**config.mk**
```make
export PLATFORM = sky130hd
export DESIGN_NAME = paged_reg_port
export DESIGN_NICKNAME = d
export VERILOG_FILES = /design/src/rtl/paged_port_pkg.sv /design/src/rtl/bus_strobe_decode.sv /design/src/rtl/page_select_reg.sv /design/src/rtl/fifo_gap_timer.sv /design/src/rtl/paged_reg_port.sv
export SDC_FILE = /design/constraint.sdc
export NUM_CORES = 1
export LEC_CHECK = 0
export BUFFER_PORTS_ARGS = -buffer_cell sky130_fd_sc_hd__buf_2
export CORE_ASPECT_RATIO = 0.6
export CORE_MARGIN = 2
export CORE_UTILIZATION = 31
export CTS_BUF_LIST = sky130_fd_sc_hd__clkbuf_8
export DETAILED_ROUTE_END_ITERATION = 8
export GPL_TIMING_DRIVEN = 0
export HOLD_SLACK_MARGIN = 0.15
export PLACE_DENSITY = 0.57
export SYNTH_ARGS = -nofsm -noshare
export SYNTH_HDL_FRONTEND = slang
export SYNTH_SLANG_ARGS = --single-unit
```
**constraint.sdc**
```tcl
create_clock -name clk -period 4.69 [get_ports clk]
set_input_delay 0 -clock clk [delete_from_list [all_inputs] [get_ports clk]]
set_output_delay 0 -clock clk [all_outputs]
set_load 0.02 [all_outputs]
```
**src/rtl/paged_port_pkg.sv**
```systemverilog
package paged_port_pkg;

    typedef enum logic {
        BUS_MOTOROLA = 1'b0,
        BUS_INTEL    = 1'b1
    } bus_style_e;

    typedef struct packed {
        logic active;
        logic write;
    } strobe_t;

    typedef struct packed {
        logic       sel_reg;
        logic [3:0] idx;
        logic [7:0] data;
    } host_cmd_t;

    function automatic logic page_in_range(input logic [7:0] page,
                                           input logic [7:0] first,
                                           input logic [7:0] last);
        return (page >= first) && (page <= last);
    endfunction

endpackage

```
**src/rtl/bus_strobe_decode.sv**
```systemverilog
module bus_strobe_decode
    import paged_port_pkg::*;
(
    input  logic    mode,
    input  logic    cs_n,
    input  logic    ctl_a_n,
    input  logic    ctl_b_n,
    output strobe_t stb
);
    bus_style_e style;

    always_comb begin
        style = bus_style_e'(mode);
        stb   = '0;
        if (!cs_n) begin
            unique case (style)
                BUS_INTEL: begin
                    stb.active = !ctl_a_n || !ctl_b_n;
                    stb.write  = !ctl_b_n;
                end
                BUS_MOTOROLA: begin
                    stb.active = !ctl_b_n;
                    stb.write  = !ctl_a_n;
                end
                default: stb = '0;
            endcase
        end
    end
endmodule

```
**src/rtl/page_select_reg.sv**
```systemverilog
module page_select_reg #(
    parameter int unsigned PAGE_W    = 8,
    parameter int unsigned NUM_PAGES = 15,
    parameter logic [NUM_PAGES:0] RO_MASK = '0
) (
    input  logic              clk,
    input  logic              rst,
    input  logic              load,
    input  logic [PAGE_W-1:0] load_val,
    output logic [PAGE_W-1:0] page_q,
    output logic              page_ok,
    output logic              page_wr_ok
);
    logic ro_hit;

    always_ff @(posedge clk) begin
        if (rst)       page_q <= '0;
        else if (load) page_q <= load_val;
    end

    always_comb begin
        ro_hit = 1'b0;
        for (int p = 1; p <= NUM_PAGES; p++) begin
            if (page_q == PAGE_W'(p)) ro_hit = RO_MASK[p];
        end
    end

    assign page_ok    = (page_q != '0) && (page_q <= PAGE_W'(NUM_PAGES));
    assign page_wr_ok = page_ok && !ro_hit;
endmodule

```
**src/rtl/fifo_gap_timer.sv**
```systemverilog
module fifo_gap_timer
    import paged_port_pkg::*;
#(
    parameter int unsigned GAP_CYCLES = 10,
    parameter logic [7:0]  FIFO_FIRST = 8'h0B,
    parameter logic [7:0]  FIFO_LAST  = 8'h0D,
    parameter logic [3:0]  FIFO_IDX   = 4'h6
) (
    input  logic       clk,
    input  logic       rst,
    input  logic [7:0] page,
    input  host_cmd_t  cmd,
    input  logic       fifo_done,
    output logic       fifo_hit,
    output logic       busy
);
    localparam int unsigned CNT_W = $clog2(GAP_CYCLES + 1);

    logic [CNT_W-1:0] cnt_q;

    assign fifo_hit = cmd.sel_reg && (cmd.idx == FIFO_IDX)
                      && page_in_range(page, FIFO_FIRST, FIFO_LAST);
    assign busy     = (cnt_q != '0);

    always_ff @(posedge clk) begin
        if (rst)            cnt_q <= '0;
        else if (fifo_done) cnt_q <= CNT_W'(GAP_CYCLES);
        else if (busy)      cnt_q <= cnt_q - 1'b1;
    end
endmodule

```
**src/rtl/paged_reg_port.sv**
```systemverilog
module paged_reg_port
    import paged_port_pkg::*;
#(
    parameter int unsigned NUM_PAGES  = 15,
    parameter logic [NUM_PAGES:0] RO_MASK = 16'b1000_0000_0001_1000,
    parameter int unsigned GAP_CYCLES = 10
) (
    input  logic       clk,
    input  logic       rst,
    input  logic       bus_mode_i,
    input  logic       cs_n_i,
    input  logic       ctl_a_n_i,
    input  logic       ctl_b_n_i,
    input  logic [4:0] addr_i,
    input  logic [7:0] wdata_i,
    output logic [7:0] rdata_o,
    output logic       ready_o,
    output logic       reg_req_o,
    output logic       reg_we_o,
    output logic [7:0] reg_page_o,
    output logic [3:0] reg_idx_o,
    output logic [7:0] reg_wdata_o,
    input  logic [7:0] reg_rdata_i
);
    strobe_t   stb;
    host_cmd_t cmd;
    logic      served_q, last_fifo_q;
    logic      fifo_hit, gap_busy, fifo_done;
    logic      accept, car_we, page_ok, page_wr_ok, held_off;
    logic [7:0] page_q, rdata_q;

    assign cmd = '{sel_reg: addr_i[4], idx: addr_i[3:0], data: wdata_i};

    bus_strobe_decode u_decode (
        .mode(bus_mode_i), .cs_n(cs_n_i), .ctl_a_n(ctl_a_n_i),
        .ctl_b_n(ctl_b_n_i), .stb(stb)
    );

    page_select_reg #(.PAGE_W(8), .NUM_PAGES(NUM_PAGES), .RO_MASK(RO_MASK)) u_page (
        .clk(clk), .rst(rst), .load(car_we), .load_val(cmd.data),
        .page_q(page_q), .page_ok(page_ok), .page_wr_ok(page_wr_ok)
    );

    fifo_gap_timer #(.GAP_CYCLES(GAP_CYCLES)) u_gap (
        .clk(clk), .rst(rst), .page(page_q), .cmd(cmd),
        .fifo_done(fifo_done), .fifo_hit(fifo_hit), .busy(gap_busy)
    );

    // A strobe is pending until accepted once; FIFO accesses wait out the gap.
    assign held_off  = stb.active && !served_q && fifo_hit && gap_busy;
    assign accept    = stb.active && !served_q && !held_off;
    assign car_we    = accept && stb.write && !cmd.sel_reg;
    assign fifo_done = served_q && !stb.active && last_fifo_q;

    assign reg_req_o   = accept && cmd.sel_reg && page_ok;
    assign reg_we_o    = reg_req_o && stb.write && page_wr_ok;
    assign reg_page_o  = page_q;
    assign reg_idx_o   = cmd.idx;
    assign reg_wdata_o = cmd.data;
    assign ready_o     = !held_off;
    assign rdata_o     = rdata_q;

    always_ff @(posedge clk) begin
        if (rst) begin
            served_q    <= 1'b0;
            last_fifo_q <= 1'b0;
            rdata_q     <= '0;
        end else begin
            served_q <= accept || (served_q && stb.active);
            if (accept) begin
                last_fifo_q <= fifo_hit;
                if (!stb.write) begin
                    if (!cmd.sel_reg)  rdata_q <= page_q;
                    else if (page_ok)  rdata_q <= reg_rdata_i;
                    else               rdata_q <= '0;
                end
            end
        end
    end
endmodule

```
## Word level (Yosys, flattened, before mapping)

Cells that the tools add are included.

| storage, ports and cells | value |
|---|---|
| bits in registers | 22 |
| output and inout bits | 31 |
| bits in latches | 0 |
| RAM bits | 0 |
| memories kept | 0 |
| ROM bits | 0 |

| cells by class | value |
|---|---|
| equal/unequal tests | 14 |
| order comparisons | 3 |
| divide/modulo/power cells | 0 |
| multiply operators | 0 |
| add/sub/neg operators | 1 |
| bitwise logic cells | 2 |
| shift operators | 0 |
| muxes and demuxes | 19 |
| reductions and logical operators | 32 |

Operators by type and width:

| kind | number |
|---|---|
| == test 8 x 4 -> 1 bit (second input constant) | 8 |
| == test 8 x 3 -> 1 bit (second input constant) | 4 |
| logical AND 1 bit | 18 |
| less-or-equal comparator 8 x 4 -> 1 bit (second input constant) | 2 |
| 2-to-1 mux 8 bit | 2 |
| 2-to-1 mux 1 bit | 13 |
| == test 8 x 2 -> 1 bit (second input constant) | 1 |
| greater-or-equal comparator 8 x 4 -> 1 bit (second input constant) | 1 |
| 2-to-1 mux 4 bit | 2 |
| nonzero test 8 bit | 1 |
| zero test 1 bit | 7 |
| == test 4 x 3 -> 1 bit (second input constant) | 1 |
| case mux 2 bit (2 select lines) | 1 |
| nonzero test 4 bit | 1 |
| subtractor 4 x 1 -> 4 bit (second input constant) | 1 |
| logical OR 1 bit | 2 |
| 2-to-1 mux 2 bit | 1 |
| inverter 1 bit | 2 |
| AND reduction 2 bit | 1 |
| nonzero test 2 bit | 1 |
| OR reduction 2 bit | 1 |

## Longest topological paths before layout

| depth | value |
|---|---|
| depth in word-level cells | 17 |
| depth in mapped cells | 6 |
| depth with buffers taken out | 4 |

## Modules after synthesis

From an unflattened synthesis, not the netlist that was laid out.

| second synthesis, totals | value |
|---|---|
| cell total of the unflattened synthesis | 149 |
| area, all modules | 1,297.5 um^2 |

By module, submodules not included:

| module | seq. area each (um^2) | instances | area an instance (um^2) | cells each |
|---|---|---|---|---|
| paged_reg_port | 200.2 | 1 | 758.2 | 91 |
| page_select_reg | 160.2 | 1 | 322.8 | 32 |
| fifo_gap_timer | 80.1 | 1 | 191.4 | 22 |
| bus_strobe_decode | 0.0 | 1 | 25.0 | 4 |

## Worst setup path after synthesis

No wires, ideal clock.

| timing | value |
|---|---|
| path type | reg2out |
| start | register u_page.page_q[7] |
| end | output reg_we_o |
| cell stages (with the launch flop) | 5 |
| arrival time | 1,777 ps |
| buffers on the path | 1 |
| slack | 2,913 ps |
| cells stage by stage | dfxtp_1 > nor4_1 > buf_2 > nand2_1 > nor4_1 |

| between the ends | value |
|---|---|
| longest elaborated chain between the ends | 17 |
| elaborated cells between the ends (all ways) | 43 |

RTL lines:

| what | RTL line | RTL |
|---|---|---|
| start, declared | page_select_reg.sv:10 | `output logic [PAGE_W-1:0] page_q,` |
| start signal, assigned | page_select_reg.sv:18 | `else if (load) page_q <= load_val;` |
| == test 8 x 2 -> 1 bit | page_select_reg.sv:24 | `if (page_q == PAGE_W'(p)) ro_hit = RO_MASK[p];` |
| 2-to-1 mux 1 bit (13 in a row) | page_select_reg.sv:24 |  |
| zero test 1 bit | page_select_reg.sv:29 | `assign page_wr_ok = page_ok && !ro_hit;` |
| logical AND 1 bit | page_select_reg.sv:29 |  |
| logical AND 1 bit * | paged_reg_port.sv:56 | `assign reg_we_o = reg_req_o && stb.write && page_wr_ok;` |
| end, declared | paged_reg_port.sv:19 | `output logic reg_we_o,` |

Every way passes the cells marked *; elsewhere a longest branch is shown, timed or not.

## Worst setup path after layout

Ends and elaborated chain as after synthesis.

==> results.ini <==
[outcome]
result_of_the_run=finished clean

[final_layout]
layout-drive-gt1-share_pct=41.82
most_common_cell_after_layout_fill_and_taps_aside=buf_2
layout_common_cells=buf_2, dfxtp_1, a21oi_1, dlygate4sd3_1, buf_4
syn2layout_area_growth_pct=43.52
insertedDiodeCount=0
layout.nets=248

[drt]
postRouteWirelength_mm=3.576
detail-route-antenna-nets=0
detailedRoute.firstPassIterationCount=4
route.detailed.drc=0
post_drt_wl_per_cell_um=13.24
routed-via-count=1316
drt_first_iter_violations=40
post_drt_via_cell_ratio=4.874

[setup_path]
slowest_delay_ns=0.46
worst_path_dominant_cell_family=simple AND/OR/NAND/NOR gates
crit_arrival_ns=1.95
critPathCaptureType=primary output
cp_num_buf_inv=2
cp_num_cells=5
cp_data_required_time_ns=4.69
critical-path-slowest-cell=nor4_1
crit_fanout=10
worst_r2r_path_cells=5
worstPathCellList=nor4_1, buf_2, nand2_1, nor4_1, buf_2
worst_setup_path_startpoint=u_page.page_q[7]$_SDFFE_PP0P_
timing.critical_path.from_type=flip-flop
ff2ff_setup_slack_ns=2.93
reg2reg_from=u_page.page_q[0]$_SDFFE_PP0P_
r2r-end=rdata_o[4]$_SDFFE_PP0P_
endpoint=reg_we_o
timing.setup.critical_path_class=flip-flop to primary output

[grt]
grt_usage_pct=15.54
grt_start_max_net_pins=14
wire_length_of_the_first_global_routing_pass_mm=5.464
grt_antenna_before_repair=0
first_global_vias=1132
globalRouteOverflowTotal=0

[timing]
postLayoutSetupSlackWorst_ns=2.735
tightest_slew_ns=0.7730
slew_headroom_pct=48.04
max_freq_mhz=511.6
setup-tns-final_ns=0
layout_worst_path_cycle_share_pct=41.67
finalWorstPathRequiredPeriod_ns=1.955
report.final.slew_viol_count=0
finalSetupViolations=0
timing_hold_violations_final=0
rsz0062_at_grt=false
skew_ns=0.003538

[floorplanning]
floorplan.core_area_um2=4054
initial_cell_density_of_the_core_pct=31.70
floorplan_row_count=18
die_w_um=87.12
pin_count=58
die_height_um=53.87
die_outline_area_um2=4693

[synthesis]
cell_count_after_synthesis=145
synth_top_area_share_pct=34.27
synth.yosys.warnings=0
synthesized_area_per_cell_um2=8.862
seq_area_frac_synth_pct=34.27
synth_area_leaders=dfxtp_1, mux2_4, buf_4, a21oi_1, a32oi_1
area_leader_netlist=dfxtp_1
synth.ff_latch_count=22
synth.lib_cells_used.distinct=34
synth_nets=172
post_synth_instance_area_um2=1285

[clock_tree]
clk_latency_ns=0.26
sink_count_of_the_clock_tree=22
ctsRootBufferMaster=clkbuf_8
postCtsSetupBuffers=0
clock_tree.buffer_depth=2
cts_made_buffers=3
clkSlewWorstSetupHoldPaths_ns=0.08
tritoncts_clock_tree=yes
clock_tree.htree_level_count=1

[power]
irDropWorstVdd_mv=0.1651
powerDensity_nw_per_um2=252.7
leakage_nw=0.8250

[flow_run]
drv_cap=0

[min_path]
hold_path_class=input port to flip-flop

[placement]
post_place_setup_slack_ns=2.947
post_dp_hpwl_mm=2.554
gpl.final_weighted_congestion=0.7877
placement.io_buffers=57

-- power breakdown --
| part | total [mW] | switching (mW) | internal [mW] | leakage [nW] |
|---|---|---|---|---|
| registers | 0.196 | 0.00533 | 0.191 | 0.178 |
| clock network | 0.179 | 0.0647 | 0.114 | 0.0357 |
| logic | 0.0912 | 0.0470 | 0.0441 | 0.611 |
| total | 0.466 | 0.117 | 0.349 | 0.825 |
-- per-stage QoR --
step	util, %	cell area, um^2	total power, mW	std cells	hold WS [ns]
floorplan	-	1285	0.2517	145	0.1126
global placement	40.28	1633	0.2816	252	0.2732
detailed placement	40.28	1633	0.2819	252	0.2762
CTS	45.49	1844	0.4679	270	0.1612
global route	45.49	1844	0.4861	270	0.1835
finish	45.49	1844	0.4661	270	0.1703
-- cell type report --
class	instances	area, um^2
plain buffers	21	135.1
multi-input cells	100	701.9
clock inverters	1	30.03
repair buffers	71	425.4
flip-flops and latches	22	440.4
well taps	50	62.56
clock buffers	3	41.29
inverters	2	7.507
fillers	419	2210
-- flip-flops by register name, indices dropped and copies added, names as in the netlist --
| name | count |
|---|---|
| last_fifo_q | 1 |
| rdata_o | 8 |
| served_q | 1 |
| u_gap.cnt_q | 4 |
| u_page.page_q | 8 |
-- cell usage after synthesis (all sizes together) --
cell type,number
nand2b,2
mux2,8
nor2,9
a21o,1
o21ai,9
and2,1
nor3,5
xnor2,1
nor4,6
a211o,2
a211oi,4
nand3,10
inv,2
buf,17
and2b,1
dfxtp,22
and3,2
nand4bb,1
a31oi,1
nand2,4
clkbuf,4
nor2b,9
o41a,1
or4,1
a32oi,8
a21oi,14
-- cell families after synthesis --
| family | after synthesis | synth area share, % |
|---|---|---|
| buf+inv | 23 | 11.10 |
| xor+xnor | 1 | 0.6817 |
| mux | 8 | 9.348 |
| flops | 22 | 34.27 |
| compound gates | 40 | 20.16 |
| simple gates | 51 | 24.44 |
-- per-layer routing --
metal	global-route usage [%]	up-vias	part of all wire, %	routed length [um]
li1	-	674	-	-
met1	22.13	593	51	1834
met2	23.16	47	43	1525
met3	4.601	2	5.5	197
met4	3.590	0	0.53	19
met5	0	-	0	0
-- worst min-delay path, delay by kind of cell --
| kind | cells | cell delay [ns] |
|---|---|---|
| and+or+nand+nor | 1 | 0.09 |
| AOI/OAI and AO/OA | 1 | 0.09 |
| muxes | 1 | 0.14 |
| buffers and inverters | 1 | 0.09 |
-- worst min path at each step --
stage	start	endpoint	slack, ns	cells past startpoint
finish	reg_rdata_i[1]	rdata_o[1]$_SDFFE_PP0P_	0.17	4
floorplan	addr_i[0]	reg_idx_o[0]	0.11	1
detailed placement	wdata_i[5]	u_page.page_q[5]$_SDFFE_PP0P_	0.28	3
CTS	reg_rdata_i[1]	rdata_o[1]$_SDFFE_PP0P_	0.16	4
global route	reg_rdata_i[1]	rdata_o[1]$_SDFFE_PP0P_	0.18	4
global placement	wdata_i[5]	u_page.page_q[5]$_SDFFE_PP0P_	0.27	3
-- timing repair --
action / CTS / global route
endpoints found under the hold margin: 13 / 0
resized for setup: 0 / 0
hold buffers: 14 / 0
No activity file was read; power rests on OpenSTA's default activity.
